$ cat src/rtl/banked_irq_pkg.sv
package banked_irq_pkg;

    localparam int NUM_BANKS = 3;
    localparam int BANK_W    = 32;
    localparam int ADDR_W    = 6;
    localparam int DATA_W    = 32;
    localparam int SRC_W     = NUM_BANKS * BANK_W;
    localparam int POS_W     = $clog2(BANK_W);
    localparam int IDX_W     = $clog2(SRC_W);
    localparam int VEC_W     = IDX_W + 2;

    // Register group, taken from address bits [5:4]
    typedef enum logic [1:0] {
        GRP_CTRL = 2'd0,
        GRP_PEND = 2'd1,
        GRP_MASK = 2'd2,
        GRP_SEL  = 2'd3
    } grp_t;

    localparam logic [1:0] CTRL_VEC  = 2'd0;
    localparam logic [1:0] CTRL_BASE = 2'd1;

    typedef struct packed {
        grp_t       grp;
        logic [1:0] slot;
    } dec_t;

    typedef struct packed {
        logic             found;
        logic [POS_W-1:0] pos;
    } hit_t;

    function automatic dec_t decode_addr(input logic [ADDR_W-1:0] a);
        dec_t d;
        d.grp  = grp_t'(a[5:4]);
        d.slot = a[3:2];
        return d;
    endfunction

    // Lowest set bit of a word, with an explicit found flag
    function automatic hit_t lowest_set(input logic [BANK_W-1:0] w);
        hit_t h;
        h.found = 1'b0;
        h.pos   = '0;
        for (int i = BANK_W - 1; i >= 0; i--) begin
            if (w[i]) begin
                h.found = 1'b1;
                h.pos   = POS_W'(i);
            end
        end
        return h;
    endfunction

endpackage

$ cat src/rtl/irq_bank.sv
module irq_bank
    import banked_irq_pkg::*;
(
    input  logic              clk,
    input  logic              rst,
    input  logic [BANK_W-1:0] src,
    input  logic              wr_pend,
    input  logic              wr_mask,
    input  logic              wr_sel,
    input  logic [BANK_W-1:0] wdata,
    output logic [BANK_W-1:0] pend,
    output logic [BANK_W-1:0] mask,
    output logic [BANK_W-1:0] sel
);

    logic [BANK_W-1:0] src_prev;
    logic [BANK_W-1:0] rise;
    logic [BANK_W-1:0] clr;

    assign rise = src & ~src_prev;
    assign clr  = wr_pend ? wdata : '0;

    always_ff @(posedge clk) begin
        if (rst) begin
            src_prev <= '0;
            pend     <= '0;
            mask     <= '0;
            sel      <= '0;
        end else begin
            src_prev <= src;
            pend     <= (pend & ~clr) | rise;   // a new edge wins over a clear
            if (wr_mask) mask <= wdata;
            if (wr_sel)  sel  <= wdata;
        end
    end

endmodule

$ cat src/rtl/irq_vec_find.sv
module irq_vec_find
    import banked_irq_pkg::*;
(
    input  logic [SRC_W-1:0] pend_flat,
    input  logic [SRC_W-1:0] mask_flat,
    input  logic [SRC_W-1:0] sel_flat,
    output logic             any_irq,
    output logic             any_fiq,
    output logic [VEC_W-1:0] vec
);

    hit_t                 hit  [NUM_BANKS];
    logic [NUM_BANKS-1:0] fast;

    for (genvar b = 0; b < NUM_BANKS; b++) begin : g_bank
        logic [BANK_W-1:0] live;
        assign live    = pend_flat[b*BANK_W +: BANK_W] & ~mask_flat[b*BANK_W +: BANK_W];
        assign hit[b]  = lowest_set(live);
        assign fast[b] = |(live & sel_flat[b*BANK_W +: BANK_W]);
    end

    logic             found;
    logic [IDX_W-1:0] idx;

    always_comb begin
        found = 1'b0;
        idx   = '0;
        for (int b = 0; b < NUM_BANKS; b++) begin
            if (!found && hit[b].found) begin
                found = 1'b1;
                idx   = IDX_W'(b * BANK_W) + IDX_W'(hit[b].pos);
            end
        end
    end

    assign any_irq = found;
    assign any_fiq = |fast;
    assign vec     = {idx, 2'b00};

endmodule

$ cat src/rtl/banked_irq_ctrl.sv
module banked_irq_ctrl
    import banked_irq_pkg::*;
(
    input  logic              clk,
    input  logic              rst,
    input  logic [SRC_W-1:0]  src,
    input  logic [ADDR_W-1:0] addr,
    input  logic              wr_en,
    input  logic [DATA_W-1:0] wdata,
    output logic [DATA_W-1:0] rdata,
    output logic              irq,
    output logic              fiq
);

    dec_t dec;
    assign dec = decode_addr(addr);

    logic [BANK_W-1:0] pend_w [NUM_BANKS];
    logic [BANK_W-1:0] mask_w [NUM_BANKS];
    logic [BANK_W-1:0] sel_w  [NUM_BANKS];
    logic [SRC_W-1:0]  pend_flat;
    logic [SRC_W-1:0]  mask_flat;
    logic [SRC_W-1:0]  sel_flat;

    for (genvar b = 0; b < NUM_BANKS; b++) begin : g_bank
        logic hit_slot;
        assign hit_slot = wr_en && (dec.slot == 2'(b));

        irq_bank u_bank (
            .clk     (clk),
            .rst     (rst),
            .src     (src[b*BANK_W +: BANK_W]),
            .wr_pend (hit_slot && dec.grp == GRP_PEND),
            .wr_mask (hit_slot && dec.grp == GRP_MASK),
            .wr_sel  (hit_slot && dec.grp == GRP_SEL),
            .wdata   (wdata),
            .pend    (pend_w[b]),
            .mask    (mask_w[b]),
            .sel     (sel_w[b])
        );

        assign pend_flat[b*BANK_W +: BANK_W] = pend_w[b];
        assign mask_flat[b*BANK_W +: BANK_W] = mask_w[b];
        assign sel_flat[b*BANK_W +: BANK_W]  = sel_w[b];
    end

    logic [VEC_W-1:0] vec_word;

    irq_vec_find u_find (
        .pend_flat (pend_flat),
        .mask_flat (mask_flat),
        .sel_flat  (sel_flat),
        .any_irq   (irq),
        .any_fiq   (fiq),
        .vec       (vec_word)
    );

    logic [DATA_W-1:0] base_q;

    always_ff @(posedge clk) begin
        if (rst) begin
            base_q <= '0;
        end else if (wr_en && dec.grp == GRP_CTRL && dec.slot == CTRL_BASE) begin
            base_q <= {wdata[DATA_W-1:2], 2'b00};
        end
    end

    always_comb begin
        rdata = '0;
        unique case (dec.grp)
            GRP_CTRL: begin
                if (dec.slot == CTRL_VEC)       rdata = DATA_W'(vec_word);
                else if (dec.slot == CTRL_BASE) rdata = base_q;
            end
            GRP_PEND: for (int b = 0; b < NUM_BANKS; b++) if (dec.slot == 2'(b)) rdata = pend_w[b];
            GRP_MASK: for (int b = 0; b < NUM_BANKS; b++) if (dec.slot == 2'(b)) rdata = mask_w[b];
            GRP_SEL:  for (int b = 0; b < NUM_BANKS; b++) if (dec.slot == 2'(b)) rdata = sel_w[b];
            default:  rdata = '0;
        endcase
    end

endmodule

$ cat config.mk
export PLATFORM = sky130hd
export DESIGN_NAME = banked_irq_ctrl
export DESIGN_NICKNAME = d
export VERILOG_FILES = /design/src/rtl/banked_irq_pkg.sv /design/src/rtl/irq_bank.sv /design/src/rtl/irq_vec_find.sv /design/src/rtl/banked_irq_ctrl.sv
export SDC_FILE = /design/constraint.sdc
export NUM_CORES = 1
export LEC_CHECK = 0
export BUFFER_PORTS_ARGS = -buffer_cell sky130_fd_sc_hd__buf_2
export CORE_MARGIN = 1.5
export CORE_UTILIZATION = 35
export CTS_CLUSTER_DIAMETER = 60
export CTS_CLUSTER_SIZE = 10
export DETAILED_ROUTE_END_ITERATION = 7
export PLACE_DENSITY = 0.62
export SLEW_MARGIN = 20
export SYNTH_ARGS = -nofsm -noshare
export SYNTH_HDL_FRONTEND = slang
export SYNTH_SLANG_ARGS = --single-unit
$ cat constraint.sdc
create_clock -name clk -period 7.7 [get_ports clk]
set_input_delay 1.155 -clock clk [delete_from_list [all_inputs] [get_ports clk]]
set_output_delay 1.155 -clock clk [all_outputs]
set_load 0.02 [all_outputs]
# ---- Word-level counts from Yosys, hierarchy flattened
# Index checks and enable logic that the tools add are counted.
dict set report totals {
  regBits 414
  input_bits 137
}
dict set report classes {
  n_bitwise 24
  addsub 2
  n_eq_ne 5
  muxes 117
  n_reduce_logical 21
}
# op n
set ops {}
lappend ops {{$mux 6} 96}
lappend ops {{$mux 32} 14}
lappend ops {{$and 32x32->32} 12}
lappend ops {{$not 32->32} 9}
lappend ops {{$pmux 32 s4} 1}
lappend ops {{$or 32x32->32} 3}
lappend ops {{$reduce_or 96->1} 1}
lappend ops {{$logic_and 1x1->1} 16}
lappend ops {{$mux 7} 2}
lappend ops {{$add 6x5->7 const A} 1}
lappend ops {{$add 7x5->7 const A} 1}
lappend ops {{$eq 2x2->1 const B} 3}
lappend ops {{$mux 5} 1}
lappend ops {{$eq 2x1->1 const B} 2}
lappend ops {{$logic_not 2->1} 2}
lappend ops {{$mux 1} 3}
lappend ops {{$logic_not 1->1} 2}

# ---- Longest topological paths before layout
# Gate-level depths: netlist (run 1).
dict set report logic_depth {
  word_depth 43
  mapped_depth 10
  mapped_depth_nobuf 7
}

# ---- Hierarchy
# A second synthesis (run 1) with hierarchy kept.
dict set report hier_totals {
  cells_unflattened 2200
  area_unflattened_um2 20911.3
}
# module cells_per_inst instances area_each_um2
set modules_own_cells {}
lappend modules_own_cells {irq_bank 409 3 4734.5}
lappend modules_own_cells {banked_irq_ctrl 579 1 4272.8}
lappend modules_own_cells {irq_vec_find 394 1 2434.8}

# ---- Least setup slack after synthesis (run 1)
# Ideal clock, no wire load.
dict set report synth_path {
  path_kind {input -> output}
  startpoint {in addr[2]}
  endpoint {out rdata[28]}
  arrival_time_ps 2846
  stages 8
  setup_slack_ps 3699
  n_path_buf 4
  path_cell_list {clkbuf_8 -> buf_2 -> buf_2 -> buf_1 -> mux2i_1 -> o22ai_1 -> a22oi_1 -> nand2_1}
}
dict set report synth_between {
  elab_chain_len 5
  word_cells_on_any_way 15
  classes_between {2 x eq/ne; 12 x mux; 1 x reduce/logical}
}
# element line_no
set synth_lines {}
lappend synth_lines {{start: declaration} banked_irq_ctrl.sv:7} ;# input logic [ADDR_W-1:0] addr,
lappend synth_lines {{$logic_not 2->1} -}
lappend synth_lines {{$mux 32, on equally long branches (3 in series)} {banked_irq_ctrl.sv:77, banked_irq_ctrl.sv:75, banked_irq_ctrl.sv:76}}
lappend synth_lines {{$pmux 32 s4 *} banked_irq_ctrl.sv:70} ;# unique case (dec.grp)
lappend synth_lines {{end: declaration} banked_irq_ctrl.sv:10} ;# output logic [DATA_W-1:0] rdata,
# Every way passes the cells marked *; elsewhere a longest branch is shown, timed or not.

# ---- Worst setup path in the final report (run 1)
dict set report layout_path {
  startpoint {in addr[2]}
  endpoint {out rdata[3]}
}
# Same word-level chain as after synthesis.

==> flow_summary.html, run 1 <==
<table>
<tr><th>Metric</th><th>Value</th></tr>
<tr><th colspan="2">Clock tree</th></tr>
<tr><td>Number of buffers added by the clock tree synthesis step</td><td>51</td></tr>
<tr><td>Setup repair bufs after CTS</td><td>0</td></tr>
<tr><td>Post-cts sizing count</td><td>0</td></tr>
<tr><td>Worst-case clock buffer depth</td><td>3</td></tr>
<tr><td>Clock tree from TritonCTS</td><td>yes</td></tr>
<tr><td>Count of hold-fix buffers inserted at cts</td><td>0</td></tr>
<tr><td>Skew-Pair Late Insertion Delay</td><td>0.59 ns</td></tr>
<tr><td>Clk root buf</td><td>sky130_fd_sc_hd__clkbuf_16</td></tr>
<tr><td>Sinks on the clock net</td><td>414</td></tr>
<tr><td>CTS H-tree lvls</td><td>2</td></tr>
<tr><td>Reg clk slew, reported paths</td><td>0.05 ns</td></tr>
<tr><th colspan="2">Yosys</th></tr>
<tr><td>Post-Synthesis Cell Area</td><td>19,400 µm²</td></tr>
<tr><td>Number of register bits inferred by synthesis</td><td>414</td></tr>
<tr><td>Post-synthesis sequential area ratio</td><td>42.7%</td></tr>
<tr><td>Mean area per synthesized cell</td><td>7.63 µm²</td></tr>
<tr><td>Count of warnings emitted by yosys</td><td>0</td></tr>
<tr><td>EDFF count, synth</td><td>0</td></tr>
<tr><td>Count of mapped cells out of synthesis</td><td>2,543</td></tr>
<tr><td>Primary flip-flop cell chosen by synthesis mapping</td><td>sky130_fd_sc_hd__dfxtp_1</td></tr>
<tr><td>Syn_nets</td><td>2,680</td></tr>
<tr><td>Post-synth ARST share</td><td>0%</td></tr>
<tr><td>Count of cell types in the netlist</td><td>64</td></tr>
<tr><th colspan="2">Layout</th></tr>
<tr><td>Filler Cell Count</td><td>5,589</td></tr>
<tr><td>Storage cell area</td><td>8290 µm²</td></tr>
<tr><td>Share of layout cells above drive strength 1</td><td>11.9%</td></tr>
<tr><td>Net count of the finished layout</td><td>2,742</td></tr>
<tr><td>Area of combinational cells with multiple inputs</td><td>10,400 µm²</td></tr>
<tr><td>Area growth syn-to-layout</td><td>14.7%</td></tr>
<tr><td>Ant diodes</td><td>0</td></tr>
<tr><th colspan="2">Worst setup path</th></tr>
<tr><td>Arr. time, crit path</td><td>3.85 ns</td></tr>
<tr><td>Top Family by Delay on Critical Path</td><td>buffers and inverters</td></tr>
<tr><td>Crit. Startpoint</td><td>addr[2]</td></tr>
<tr><td>Critical Path Source Type</td><td>input pin</td></tr>
<tr><td>Most common cell on crit path</td><td>sky130_fd_sc_hd__o211ai_1</td></tr>
<tr><td>Worst R2R Start</td><td>g_bank[2].u_bank.sel[29]</td></tr>
<tr><td>Slowest stage cell, crit path</td><td>sky130_fd_sc_hd__buf_4</td></tr>
<tr><td>Type of element capturing the critical path</td><td>output pin</td></tr>
<tr><td>Required time of the critical path</td><td>6.55 ns</td></tr>
<tr><td>Highest net fanout along the worst path</td><td>46</td></tr>
<tr><td>R2r setup slk</td><td>6.90 ns</td></tr>
<tr><td>Critical path start-end classification</td><td>input pin to output pin</td></tr>
<tr><td>CP Buf/Inv Count</td><td>3</td></tr>
<tr><td>Worst-path cell chain</td><td>buf_6 &gt; buf_4 &gt; mux2i_1 &gt; o211ai_1 &gt; o211ai_1 &gt; nand2_1 &gt; a31oi_1 &gt; o221ai_2 &gt; buf_2</td></tr>
<tr><td>Delay of the slowest cell on the worst path</td><td>0.82 ns</td></tr>
<tr><th colspan="2">Global route</th></tr>
<tr><td>Total global routing overflow</td><td>0</td></tr>
<tr><td>Via count of the first global-routing pass</td><td>17,800</td></tr>
<tr><td>Largest net degree at the start of global routing</td><td>210</td></tr>
<tr><td>All-Layer GR Usage</td><td>27.3%</td></tr>
<tr><td>Initial antenna violation count</td><td>1</td></tr>
<tr><td>First-pass GRT wire length</td><td>116 mm</td></tr>
<tr><th colspan="2">Hold path</th></tr>
<tr><td>Worst Hold Launch</td><td>base_q[31]</td></tr>
<tr><td>Class of the worst hold path</td><td>flop to flop</td></tr>
<tr><th colspan="2">Route</th></tr>
<tr><td>First-pass DRT Iterations</td><td>6</td></tr>
<tr><td>Routed via count</td><td>18,600</td></tr>
<tr><td>Number of nets still failing antenna checks after routing</td><td>0</td></tr>
<tr><td>Detailed Route WL</td><td>78.6 mm</td></tr>
<tr><td>Remaining design rule violation count</td><td>0</td></tr>
<tr><td>Per-cell routed wire length</td><td>23.3 µm</td></tr>
<tr><td>Via-per-instance ratio</td><td>5.51</td></tr>
<tr><td>Starting DRT DRC Count</td><td>1,897</td></tr>
<tr><th colspan="2">Timing</th></tr>
<tr><td>Count of endpoints failing setup in the final report</td><td>0</td></tr>
<tr><td>Transition at the pin with the smallest max-transition slack</td><td>1.18 ns</td></tr>
<tr><td>Period minus WS final</td><td>5.00 ns</td></tr>
<tr><td>Fmax</td><td>0.200 GHz</td></tr>
<tr><td>Minimum hold slack</td><td>0.456 ns</td></tr>
<tr><td>Final worst-path cycle share</td><td>65.0%</td></tr>
<tr><td>Unrepaired setup endpoints after global routing</td><td>no</td></tr>
<tr><td>Total count of hold-check failures in the final report</td><td>0</td></tr>
<tr><td>Total negative slack for setup checks</td><td>0 ns</td></tr>
<tr><td>Fin Clk Skew</td><td>0.00960 ns</td></tr>
<tr><td>Final max-slew violation count</td><td>0</td></tr>
<tr><td>Rel. slew slack</td><td>20.9%</td></tr>
<tr><th colspan="2">Placed design</th></tr>
<tr><td>I/O Buffers</td><td>168</td></tr>
<tr><td>Half-perimeter wire length after placement</td><td>53.2 mm</td></tr>
<tr><td>Final weighted congestion of routability-driven global placement</td><td>0.976</td></tr>
<tr><th colspan="2">Power and ir drop</th></tr>
<tr><td>Power density over the cells</td><td>229 nW/µm²</td></tr>
<tr><td>Clock share of power</td><td>42.6%</td></tr>
<tr><td>Power dissipated by switching net loads</td><td>1400 µW</td></tr>
<tr><td>Combinational share of power</td><td>12.4%</td></tr>
<tr><td>Seq pwr share</td><td>45.0%</td></tr>
<tr><td>Worst voltage drop across the vdd grid</td><td>0.000165 V</td></tr>
<tr><td>Switching portion of total power</td><td>27.6%</td></tr>
<tr><td>Static leakage power</td><td>0.00817 µW</td></tr>
<tr><td>Internal power summed over all cells</td><td>3680 µW</td></tr>
<tr><th colspan="2">Floorplanning</th></tr>
<tr><td>Number of top-level pins</td><td>171</td></tr>
<tr><td>Die W</td><td>238 µm</td></tr>
<tr><td>Area of the placeable core</td><td>55,000 µm²</td></tr>
<tr><td>Die footprint</td><td>56,800 µm²</td></tr>
<tr><td>Initial Utilization</td><td>35.3%</td></tr>
<tr><td>Height of the die</td><td>238 µm</td></tr>
<tr><td># rows</td><td>86</td></tr>
<tr><th colspan="2">Job</th></tr>
<tr><td>Number of violations of the max-capacitance limit</td><td>0</td></tr>
<tr><th colspan="2">Run status</th></tr>
<tr><td>Status</td><td>complete, no violations</td></tr>
</table>
state kept, by name, summed over array words and instances, names as in the netlist:
register and cells:
g_bank.u_bank.sel 96, base_q 30, g_bank.u_bank.src_prev 96, g_bank.u_bank.pend 96
g_bank.u_bank.mask 96
Yosys cell counts (all sizes together), types with 7 or more instances:
library cell / instances / share of area, %
nand4: 10 / 0.35
nor2: 146 / 2.8
o21ai: 81 / 2.1
nand2: 676 / 13
a21oi: 345 / 8.9
nor2b: 291 / 9.8
dfxtp: 414 / 43
a31oi: 7 / 0.23
nand3: 8 / 0.21
inv: 7 / 0.14
or4: 15 / 0.66
nor4: 22 / 1.0
o211ai: 56 / 2.2
clkbuf: 168 / 3.4
a22o: 7 / 0.32
a22oi: 61 / 2.4
mux2i: 96 / 5.0
nand2b: 22 / 0.71
a221oi: 7 / 0.32
a211oi: 8 / 0.31
nor3: 22 / 0.57
o31ai: 8 / 0.31
buf: 16 / 0.37
power by group through the flow:
stage          Combinational [µW]  Clock [µW]  Sequential, µW
3_5_place_dp                  621           0            2330
5_1_grt                       678        2300            2290
2_1_floorplan                 386           0            2300
3_3_place_gp                  617           0            2330
6_report                      632        2170            2290
4_1_cts                       624        2210            2290
worst min-delay path: stages (launching register included):
cell                      delay [ns]
sky130_fd_sc_hd__dfxtp_1        0.31
sky130_fd_sc_hd__nand2_1        0.05
sky130_fd_sc_hd__a21oi_1        0.05
cells by family after synthesis:
kind of cell,count (synthesis),synth area share [%]
AOI/OAI and AO/OA,613,18.5
buffers and inverters,191,3.86
DFF,414,42.7
muxes,96,4.95
and+or+nand+nor,1229,30.0
cell usage in the layout (no fill, tap or decap), drive strengths merged, types with 8 or more instances in the layout:
| cell | Yosys | layout |
|---|---|---|
| a21oi | 345 | 345 |
| nand3 | 8 | 8 |
| dfxtp | 414 | 414 |
| clkbuf | 168 | 59 |
| buf | 16 | 193 |
| nor2b | 291 | 291 |
| a211oi | 8 | 8 |
| nand2b | 22 | 22 |
| nor2 | 146 | 146 |
| inv | 7 | 10 |
| a22oi | 61 | 61 |
| o21ai | 81 | 81 |
| nor3 | 22 | 22 |
| o211ai | 56 | 56 |
| nand4 | 10 | 10 |
| nand2 | 676 | 676 |
| o31ai | 8 | 8 |
| nor4 | 22 | 22 |
| mux2i | 96 | 96 |
| or4 | 15 | 15 |
stage by stage:
stage               cell area (µm²)  utilization (%)  setup slack [ns]  power [µW]  cells
floorplan                     19400                -              3.70        2690   2543
global placement              20800             37.8              2.73        2950   3299
detailed placement            20800             37.8              2.71        2950   3299
CTS                           22200             40.4              2.71        5120   3367
global route                  22300             40.5              2.61        5270   3368
finish                        22300             40.5              2.70        5080   3368
layer usage:
metal | up-vias | global-route usage [%] | part of all wire (%)
li1 | 8681 | - | -
met1 | 8922 | 36.7 | 44
met2 | 799 | 43.8 | 46
met3 | 162 | 4.42 | 7.2
met4 | 4 | 10.0 | 3.5
met5 | - | 0.952 | 0.10
layout make-up:
type,instances,area share (%)
clock inverter,9,0.320
inverter,7,0.118
tap,748,4.21
clock buffer,59,6.19
sequential,414,37.2
timing repair buffer,193,4.96
multi-input combinational,1938,47.0
worst paths after layout:
path,end,cells after the start
worst max-delay path,rdata[3],9
worst min-delay path,base_q[31],2
worst max register to register,g_bank[2].u_bank.sel[29],2
worst min register to register,base_q[31],2
Note: power is estimated with default switching activity, not from simulation.
==> inputs of run 2 (changes only) <==
- PLACE_DENSITY: 0.62 -> 0.63
- clock period: 7.7 -> 4.4 ns (I/O delays scaled with it)
==> flow_summary.html, run 2 (same netlist as run 1, synthesis figures left out) <==
<table>
<tr><th>Metric</th><th>Value</th></tr>
<tr><th colspan="2">Clock tree</th></tr>
<tr><td>Setup repair bufs after CTS</td><td>0 (unchanged)</td></tr>
<tr><td>Clock tree from TritonCTS</td><td>yes</td></tr>
<tr><td>Clk root buf</td><td>sky130_fd_sc_hd__clkbuf_16</td></tr>
<tr><td>Sinks on the clock net</td><td>414 (unchanged)</td></tr>
<tr><td>Number of buffers added by the clock tree synthesis step</td><td>52 (+2.0%)</td></tr>
<tr><td>Post-cts sizing count</td><td>0 (unchanged)</td></tr>
<tr><td>Skew-Pair Late Insertion Delay</td><td>0.60 ns (about the same)</td></tr>
<tr><td>CTS H-tree lvls</td><td>2 (unchanged)</td></tr>
<tr><td>Reg clk slew, reported paths</td><td>0.06 ns (about the same)</td></tr>
<tr><td>Worst-case clock buffer depth</td><td>3 (unchanged)</td></tr>
<tr><td>Count of hold-fix buffers inserted at cts</td><td>0 (unchanged)</td></tr>
<tr><th colspan="2">Global route</th></tr>
<tr><td>Total global routing overflow</td><td>0 (unchanged)</td></tr>
<tr><td>Most crowded layer after global routing</td><td>met2</td></tr>
<tr><td>First-pass GRT wire length</td><td>117 mm (+0.81%)</td></tr>
<tr><td>Via count of the first global-routing pass</td><td>18,100 (+1.9%)</td></tr>
<tr><td>Met1 track demand over resource</td><td>36.8% (+0.10 points)</td></tr>
<tr><td>All-Layer GR Usage</td><td>27.4% (+0.15 points)</td></tr>
<tr><td>Met3 global-route usage</td><td>4.21% (-0.21 points)</td></tr>
<tr><td>Met2 Usage GRT</td><td>44.4% (+0.59 points)</td></tr>
<tr><td>Largest net degree at the start of global routing</td><td>147 (-30%)</td></tr>
<tr><td>Initial antenna violation count</td><td>1 (unchanged)</td></tr>
<tr><th colspan="2">Timing</th></tr>
<tr><td>Final worst-path cycle share</td><td>96.7%</td></tr>
<tr><td>Transition at the pin with the smallest max-transition slack</td><td>1.05 ns (-0.137 ns)</td></tr>
<tr><td>Unrepaired setup endpoints after global routing</td><td>no</td></tr>
<tr><td>Total negative slack for setup checks</td><td>0 ns (unchanged)</td></tr>
<tr><td>Count of endpoints failing setup in the final report</td><td>0 (unchanged)</td></tr>
<tr><td>Minimum hold slack</td><td>0.276 ns (-0.179 ns)</td></tr>
<tr><td>Fmax</td><td>0.235 GHz</td></tr>
<tr><td>Period minus WS final</td><td>4.26 ns</td></tr>
<tr><td>Total count of hold-check failures in the final report</td><td>0 (unchanged)</td></tr>
<tr><td>Fin Clk Skew</td><td>0.0241 ns (+0.0145 ns)</td></tr>
<tr><td>Final max-slew violation count</td><td>0 (unchanged)</td></tr>
<tr><td>Rel. slew slack</td><td>30.3% (+9.4 points)</td></tr>
<tr><th colspan="2">Placed design</th></tr>
<tr><td>Final weighted congestion of routability-driven global placement</td><td>0.986 (+0.97%)</td></tr>
<tr><td>Instance count after placement with tap cells included</td><td>3,335 (+1.1%)</td></tr>
<tr><td>Half-perimeter wire length after placement</td><td>55.3 mm (+4.0%)</td></tr>
<tr><td>I/O Buffers</td><td>168 (unchanged)</td></tr>
<tr><th colspan="2">Layout</th></tr>
<tr><td>Net count of the finished layout</td><td>2,778 (+1.3%)</td></tr>
<tr><td>Commonest cells after routing, fill and taps aside</td><td>sky130_fd_sc_hd__nand2_1 (672), sky130_fd_sc_hd__dfxtp_1 (414), sky130_fd_sc_hd__a21oi_1 (345)</td></tr>
<tr><td>Share of layout cells above drive strength 1</td><td>13.0% (+1.0 points)</td></tr>
<tr><td>Most common cell after layout, fill and taps aside</td><td>sky130_fd_sc_hd__nand2_1</td></tr>
<tr><td>Ant diodes</td><td>0 (unchanged)</td></tr>
<tr><td>Final Instance Count excl. Fillers</td><td>3,403 (+1.0%)</td></tr>
<tr><td>Area growth syn-to-layout</td><td>15.9%</td></tr>
<tr><td>Storage cell area</td><td>8290 µm² (unchanged)</td></tr>
<tr><td>Filler Cell Count</td><td>5,568 (-0.38%)</td></tr>
<tr><td>Area of combinational cells with multiple inputs</td><td>10,400 µm² (-0.32%)</td></tr>
<tr><th colspan="2">Worst setup path</th></tr>
<tr><td>Arr. time, crit path</td><td>3.60 ns (-0.25 ns)</td></tr>
<tr><td>Required time of the critical path</td><td>3.74 ns (-2.81 ns)</td></tr>
<tr><td>Slowest stage cell, crit path</td><td>sky130_fd_sc_hd__nor4_1</td></tr>
<tr><td>Type of element capturing the critical path</td><td>output pin</td></tr>
<tr><td>Critical Path Source Type</td><td>flop</td></tr>
<tr><td>Highest net fanout along the worst path</td><td>4 (-91%)</td></tr>
<tr><td>Critical path start-end classification</td><td>flop to output pin</td></tr>
<tr><td>Delay of the slowest cell on the worst path</td><td>0.73 ns (-0.09 ns)</td></tr>
<tr><td>Worst-path cell chain</td><td>nor2b_1 &gt; nor4_1 &gt; and4b_1 &gt; nand2_1 &gt; or4_1 &gt; o2bb2ai_1 &gt; a211o_1 &gt; buf_2</td></tr>
<tr><th colspan="2">Floorplanning</th></tr>
<tr><td>Number of top-level pins</td><td>171 (unchanged)</td></tr>
<tr><td>Height of the die</td><td>238 µm (unchanged)</td></tr>
<tr><td>Die footprint</td><td>56,800 µm² (unchanged)</td></tr>
<tr><td>Area of the placeable core</td><td>55,000 µm² (unchanged)</td></tr>
<tr><td>Initial Utilization</td><td>35.3% (unchanged)</td></tr>
<tr><td>Die W</td><td>238 µm (unchanged)</td></tr>
<tr><td># rows</td><td>86 (unchanged)</td></tr>
<tr><th colspan="2">Hold path</th></tr>
<tr><td>Class of the worst hold path</td><td>input pin to flop</td></tr>
<tr><th colspan="2">Run status</th></tr>
<tr><td>Status</td><td>complete, no violations</td></tr>
<tr><th colspan="2">Power and ir drop</th></tr>
<tr><td>Worst voltage drop across the vdd grid</td><td>0.000262 V (+59%)</td></tr>
<tr><td>Power density over the cells</td><td>398 nW/µm² (+74%)</td></tr>
<tr><td>Static leakage power</td><td>0.00833 µW (+2.0%)</td></tr>
<tr><th colspan="2">Route</th></tr>
<tr><td>Number of nets still failing antenna checks after routing</td><td>0 (unchanged)</td></tr>
<tr><td>Starting DRT DRC Count</td><td>1,982 (+4.5%)</td></tr>
<tr><td>Via-per-instance ratio</td><td>5.51 (about the same)</td></tr>
<tr><td>Routed via count</td><td>18,800 (+1.1%)</td></tr>
<tr><td>First-pass DRT Iterations</td><td>8 (+2)</td></tr>
<tr><td>Per-cell routed wire length</td><td>23.1 µm (-1.2%)</td></tr>
<tr><td>Detailed Route WL</td><td>78.5 mm (-0.17%)</td></tr>
<tr><td>Remaining design rule violation count</td><td>0 (unchanged)</td></tr>
<tr><th colspan="2">Job</th></tr>
<tr><td>Number of violations of the max-capacitance limit</td><td>0 (unchanged)</td></tr>
</table>
[run 2: changes by cell type in the layout (fill, tap and decap cells not counted), moves of 3 or more]
cell / previous run / this run
sky130_fd_sc_hd__nor2_2: 1 / 6
sky130_fd_sc_hd__clkbuf_8: 5 / 2
sky130_fd_sc_hd__buf_4: 22 / 56
sky130_fd_sc_hd__nor2_4: 5 / 0
[run 2: area by class of cell]
type / instances / area share (%)
clock buffers: 59 / 6.09
clock inverters: 9 / 0.362
inverters: 7 / 0.117
multi-input cells: 1938 / 46.3
flip-flops and latches: 414 / 36.9
well taps: 748 / 4.16
repair buffers: 228 / 6.10
[run 2: metrics by stage]
| stage | total power [µW] | worst slack (ns) | area, µm² | util [%] |
|---|---|---|---|---|
| global route | 9260 | 0.145 | 22500 | 40.9 |
| detailed placement | 5190 | 0.888 | 21000 | 38.3 |
| CTS | 9010 | 0.244 | 22500 | 40.9 |
| finish | 8950 | 0.145 | 22500 | 40.9 |
| floorplan | 4710 | 1.30 | 19400 | - |
| global placement | 5180 | 0.890 | 21000 | 38.3 |
[run 2: where the power goes]
| group | total, µW | internal [µW] | leakage [µW] | switching, µW |
|---|---|---|---|---|
| registers | 4000 | 3890 | 0.00339 | 107 |
| logic | 1130 | 383 | 0.00422 | 750 |
| clock network | 3810 | 2190 | 0.000712 | 1630 |
[run 2: worst paths after layout]
kind | start | to | slack [ns] | depth (start not counted)
setup / recovery | g_bank[0].u_bank.pend[29] | rdata[2] | 0.14 | 8
hold / removal | src[35] | g_bank[1].u_bank.src_prev[3] | 0.28 | 2
setup reg to reg | g_bank[2].u_bank.sel[29] | g_bank[2].u_bank.sel[29] | 3.61 | 2
hold reg to reg | base_q[19] | base_q[19] | 0.46 | 2
[run 2: worst max-delay path, delay by kind of cell, from the launching register on]
family,cells,cell delay (ns)
simple gates,5,2.06
flops,1,0.37
buf+inv,1,0.18
compound gates,2,0.39
[run 2: routing by layer]
metal,up-vias,part of all wire (%)
li1,8760,-
met1,8996,42
met2,847,46
met3,164,8.0
met4,0,3.5
met5,-,0
==> inputs of run 3 (changes only) <==
- PLACE_DENSITY: 0.63 -> 0.62
- SKIP_CTS_REPAIR_TIMING: default -> 1
- clock period: 4.4 -> 4.2 ns (I/O delays scaled with it)
==> flow_summary.html, run 3 (same netlist as run 1, synthesis figures left out) <==
<table>
<tr><th>Metric</th><th>Value</th></tr>
<tr><th colspan="2">Timing</th></tr>
<tr><td>Unrepaired setup endpoints after global routing</td><td>no</td></tr>
<tr><td>Min setup slack post-route</td><td>0.118 ns (-0.0268 ns)</td></tr>
<tr><td>Final max-slew violation count</td><td>0 (unchanged)</td></tr>
<tr><td>Minimum hold slack</td><td>0.248 ns (-0.0284 ns)</td></tr>
<tr><td>Total count of hold-check failures in the final report</td><td>0 (unchanged)</td></tr>
<tr><td>Fin Clk Skew</td><td>0.0179 ns (-0.00624 ns)</td></tr>
<tr><td>Fmax</td><td>0.245 GHz</td></tr>
<tr><td>Final worst-path cycle share</td><td>97.2%</td></tr>
<tr><td>Period minus WS final</td><td>4.08 ns</td></tr>
<tr><td>Transition at the pin with the smallest max-transition slack</td><td>1.06 ns (+0.0110 ns)</td></tr>
<tr><td>Total negative slack for setup checks</td><td>0 ns (unchanged)</td></tr>
<tr><td>Rel. slew slack</td><td>29.6% (-0.73 points)</td></tr>
<tr><td>Count of endpoints failing setup in the final report</td><td>0 (unchanged)</td></tr>
<tr><th colspan="2">Power and ir drop</th></tr>
<tr><td>Static leakage power</td><td>0.00834 µW (+0.14%)</td></tr>
<tr><td>Worst voltage drop across the vdd grid</td><td>0.000280 V (+6.6%)</td></tr>
<tr><td>Power density over the cells</td><td>416 nW/µm² (+4.4%)</td></tr>
<tr><th colspan="2">Placed design</th></tr>
<tr><td>Final weighted congestion of routability-driven global placement</td><td>0.996 (+1.0%)</td></tr>
<tr><td>Pre-CTS setup slack</td><td>0.612 ns (-0.276 ns)</td></tr>
<tr><td>Instance count after placement with tap cells included</td><td>3,336 (+0.030%)</td></tr>
<tr><td>Half-perimeter wire length after placement</td><td>55.6 mm (+0.58%)</td></tr>
<tr><td>I/O Buffers</td><td>168 (unchanged)</td></tr>
<tr><th colspan="2">Clock tree</th></tr>
<tr><td>Sinks on the clock net</td><td>414 (unchanged)</td></tr>
<tr><td>Clk root buf</td><td>sky130_fd_sc_hd__clkbuf_16</td></tr>
<tr><td>CTS H-tree lvls</td><td>2 (unchanged)</td></tr>
<tr><td>Skew-Pair Late Insertion Delay</td><td>0.60 ns (about the same)</td></tr>
<tr><td>Reg clk slew, reported paths</td><td>0.05 ns (about the same)</td></tr>
<tr><td>Number of buffers added by the clock tree synthesis step</td><td>51 (-1.9%)</td></tr>
<tr><td>Clock tree from TritonCTS</td><td>yes</td></tr>
<tr><td>Worst-case clock buffer depth</td><td>3 (unchanged)</td></tr>
<tr><th colspan="2">Worst setup path</th></tr>
<tr><td>Slowest stage cell, crit path</td><td>sky130_fd_sc_hd__nor4_1</td></tr>
<tr><td>Delay of the slowest cell on the worst path</td><td>0.67 ns (-0.06 ns)</td></tr>
<tr><td>Worst-path cell chain</td><td>nor2b_1 &gt; nor4_1 &gt; and4b_1 &gt; nand2_1 &gt; or4_1 &gt; o2bb2ai_1 &gt; a211o_1 &gt; buf_2</td></tr>
<tr><td>Type of element capturing the critical path</td><td>output pin</td></tr>
<tr><td>Arr. time, crit path</td><td>3.45 ns (-0.15 ns)</td></tr>
<tr><td>Critical path start-end classification</td><td>flop to output pin</td></tr>
<tr><td>Critical Path Source Type</td><td>flop</td></tr>
<tr><td>Required time of the critical path</td><td>3.57 ns (-0.17 ns)</td></tr>
<tr><td>R2r setup slk</td><td>3.41 ns (-0.20 ns)</td></tr>
<tr><td>Highest net fanout along the worst path</td><td>4 (unchanged)</td></tr>
<tr><th colspan="2">Route</th></tr>
<tr><td>Remaining design rule violation count</td><td>0 (unchanged)</td></tr>
<tr><td>Via-per-instance ratio</td><td>5.45 (-1.2%)</td></tr>
<tr><td>Per-cell routed wire length</td><td>23.2 µm (+0.75%)</td></tr>
<tr><td>Number of nets still failing antenna checks after routing</td><td>0 (unchanged)</td></tr>
<tr><td>Detailed Route WL</td><td>79.0 mm (+0.72%)</td></tr>
<tr><td>First-pass DRT Iterations</td><td>6 (-2)</td></tr>
<tr><td>Starting DRT DRC Count</td><td>1,576 (-20%)</td></tr>
<tr><td>Routed via count</td><td>18,500 (-1.2%)</td></tr>
<tr><th colspan="2">Global route</th></tr>
<tr><td>Total global routing overflow</td><td>0 (unchanged)</td></tr>
<tr><td>All-Layer GR Usage</td><td>27.2% (-0.20 points)</td></tr>
<tr><td>Via count of the first global-routing pass</td><td>17,500 (-3.3%)</td></tr>
<tr><td>Initial antenna violation count</td><td>0 (-1)</td></tr>
<tr><td>First-pass GRT wire length</td><td>115 mm (-1.5%)</td></tr>
<tr><td>Largest net degree at the start of global routing</td><td>154 (+4.8%)</td></tr>
<tr><th colspan="2">Job</th></tr>
<tr><td>Number of violations of the max-capacitance limit</td><td>0 (unchanged)</td></tr>
<tr><th colspan="2">Run status</th></tr>
<tr><td>Status</td><td>complete, no violations</td></tr>
<tr><th colspan="2">Layout</th></tr>
<tr><td>Share of layout cells above drive strength 1</td><td>13.1% (+0.19 points)</td></tr>
<tr><td>Commonest cells after routing, fill and taps aside</td><td>sky130_fd_sc_hd__nand2_1 (673), sky130_fd_sc_hd__dfxtp_1 (414), sky130_fd_sc_hd__a21oi_1 (345)</td></tr>
<tr><td>Final Instance Count excl. Fillers</td><td>3,402 (-0.029%)</td></tr>
<tr><td>Area of combinational cells with multiple inputs</td><td>10,400 µm² (+0.20%)</td></tr>
<tr><td>Filler Cell Count</td><td>5,543 (-0.45%)</td></tr>
<tr><td>Storage cell area</td><td>8290 µm² (unchanged)</td></tr>
<tr><td>Area growth syn-to-layout</td><td>16.0% (about the same)</td></tr>
<tr><td>Share of the core filled with cells in the final layout</td><td>40.9% (about the same)</td></tr>
<tr><td>Ant diodes</td><td>0 (unchanged)</td></tr>
<tr><td>Net count of the finished layout</td><td>2,778 (unchanged)</td></tr>
<tr><td>Most common cell after layout, fill and taps aside</td><td>sky130_fd_sc_hd__nand2_1</td></tr>
<tr><th colspan="2">Floorplanning</th></tr>
<tr><td># rows</td><td>86 (unchanged)</td></tr>
<tr><td>Initial Utilization</td><td>35.3% (unchanged)</td></tr>
<tr><td>Number of top-level pins</td><td>171 (unchanged)</td></tr>
<tr><td>Area of the placeable core</td><td>55,000 µm² (unchanged)</td></tr>
<tr><td>Height of the die</td><td>238 µm (unchanged)</td></tr>
<tr><td>Die W</td><td>238 µm (unchanged)</td></tr>
<tr><td>Die footprint</td><td>56,800 µm² (unchanged)</td></tr>
<tr><th colspan="2">Hold path</th></tr>
<tr><td>Class of the worst hold path</td><td>input pin to flop</td></tr>
</table>
## run 3: cell count changes in the layout (fill, tap and decap cells not counted), sizes merged
cell / change
clkinv: +2
clkbuf: -4
inv: -3
bufinv: +1
buf: +1
clkinvlp: +2
## run 3: worst paths after layout
kind / from / to / cells past startpoint
max: g_bank[0].u_bank.pend[29] / rdata[2] / 8
min reg2reg: base_q[14] / base_q[14] / 2
max reg2reg: g_bank[1].u_bank.sel[1] / g_bank[1].u_bank.sel[1] / 2
min: src[29] / g_bank[0].u_bank.src_prev[29] / 2
## run 3: stage by stage
| stage | area [µm²] | power, µW |
|---|---|---|
| 6_report | 22500 | 9360 |
| 5_1_grt | 22500 | 9680 |
| 4_1_cts | 22500 | 9410 |
| 3_5_place_dp | 21000 | 5440 |
| 3_3_place_gp | 21000 | 5430 |
| 2_1_floorplan | 19400 | 4930 |
## run 3: critical path: cells and delay by family (launching register included)
family | cells | cell delay [ns]
AO/OA/AOI/OAI | 2 | 0.33
buffers and inverters | 1 | 0.17
flip-flops | 1 | 0.37
AND/OR/NAND/NOR | 5 | 1.97
## run 3: cell type report
class | count | share of cell area (%)
sequential | 414 | 36.8
timing repair buffer | 229 | 6.13
inverter | 7 | 0.117
clock inverter | 11 | 0.489
tap | 748 | 4.16
clock buffer | 55 | 5.92
multi-input combinational | 1938 | 46.4
## run 3: per-layer routing
layer | track usage (%) | vias up | wire, µm
met5 | 0 | - | 0
met4 | 10.2 | 0 | 2760
met3 | 3.18 | 164 | 5230
met2 | 43.9 | 825 | 36200
met1 | 37.2 | 8778 | 34800
li1 | - | 8769 | -
## run 3: power by group
group	total, µW	internal (µW)	switching (µW)
Clock	3980	2300	1680
Sequential	4190	4080	110
Combinational	1190	401	787
Total	9360	6780	2580
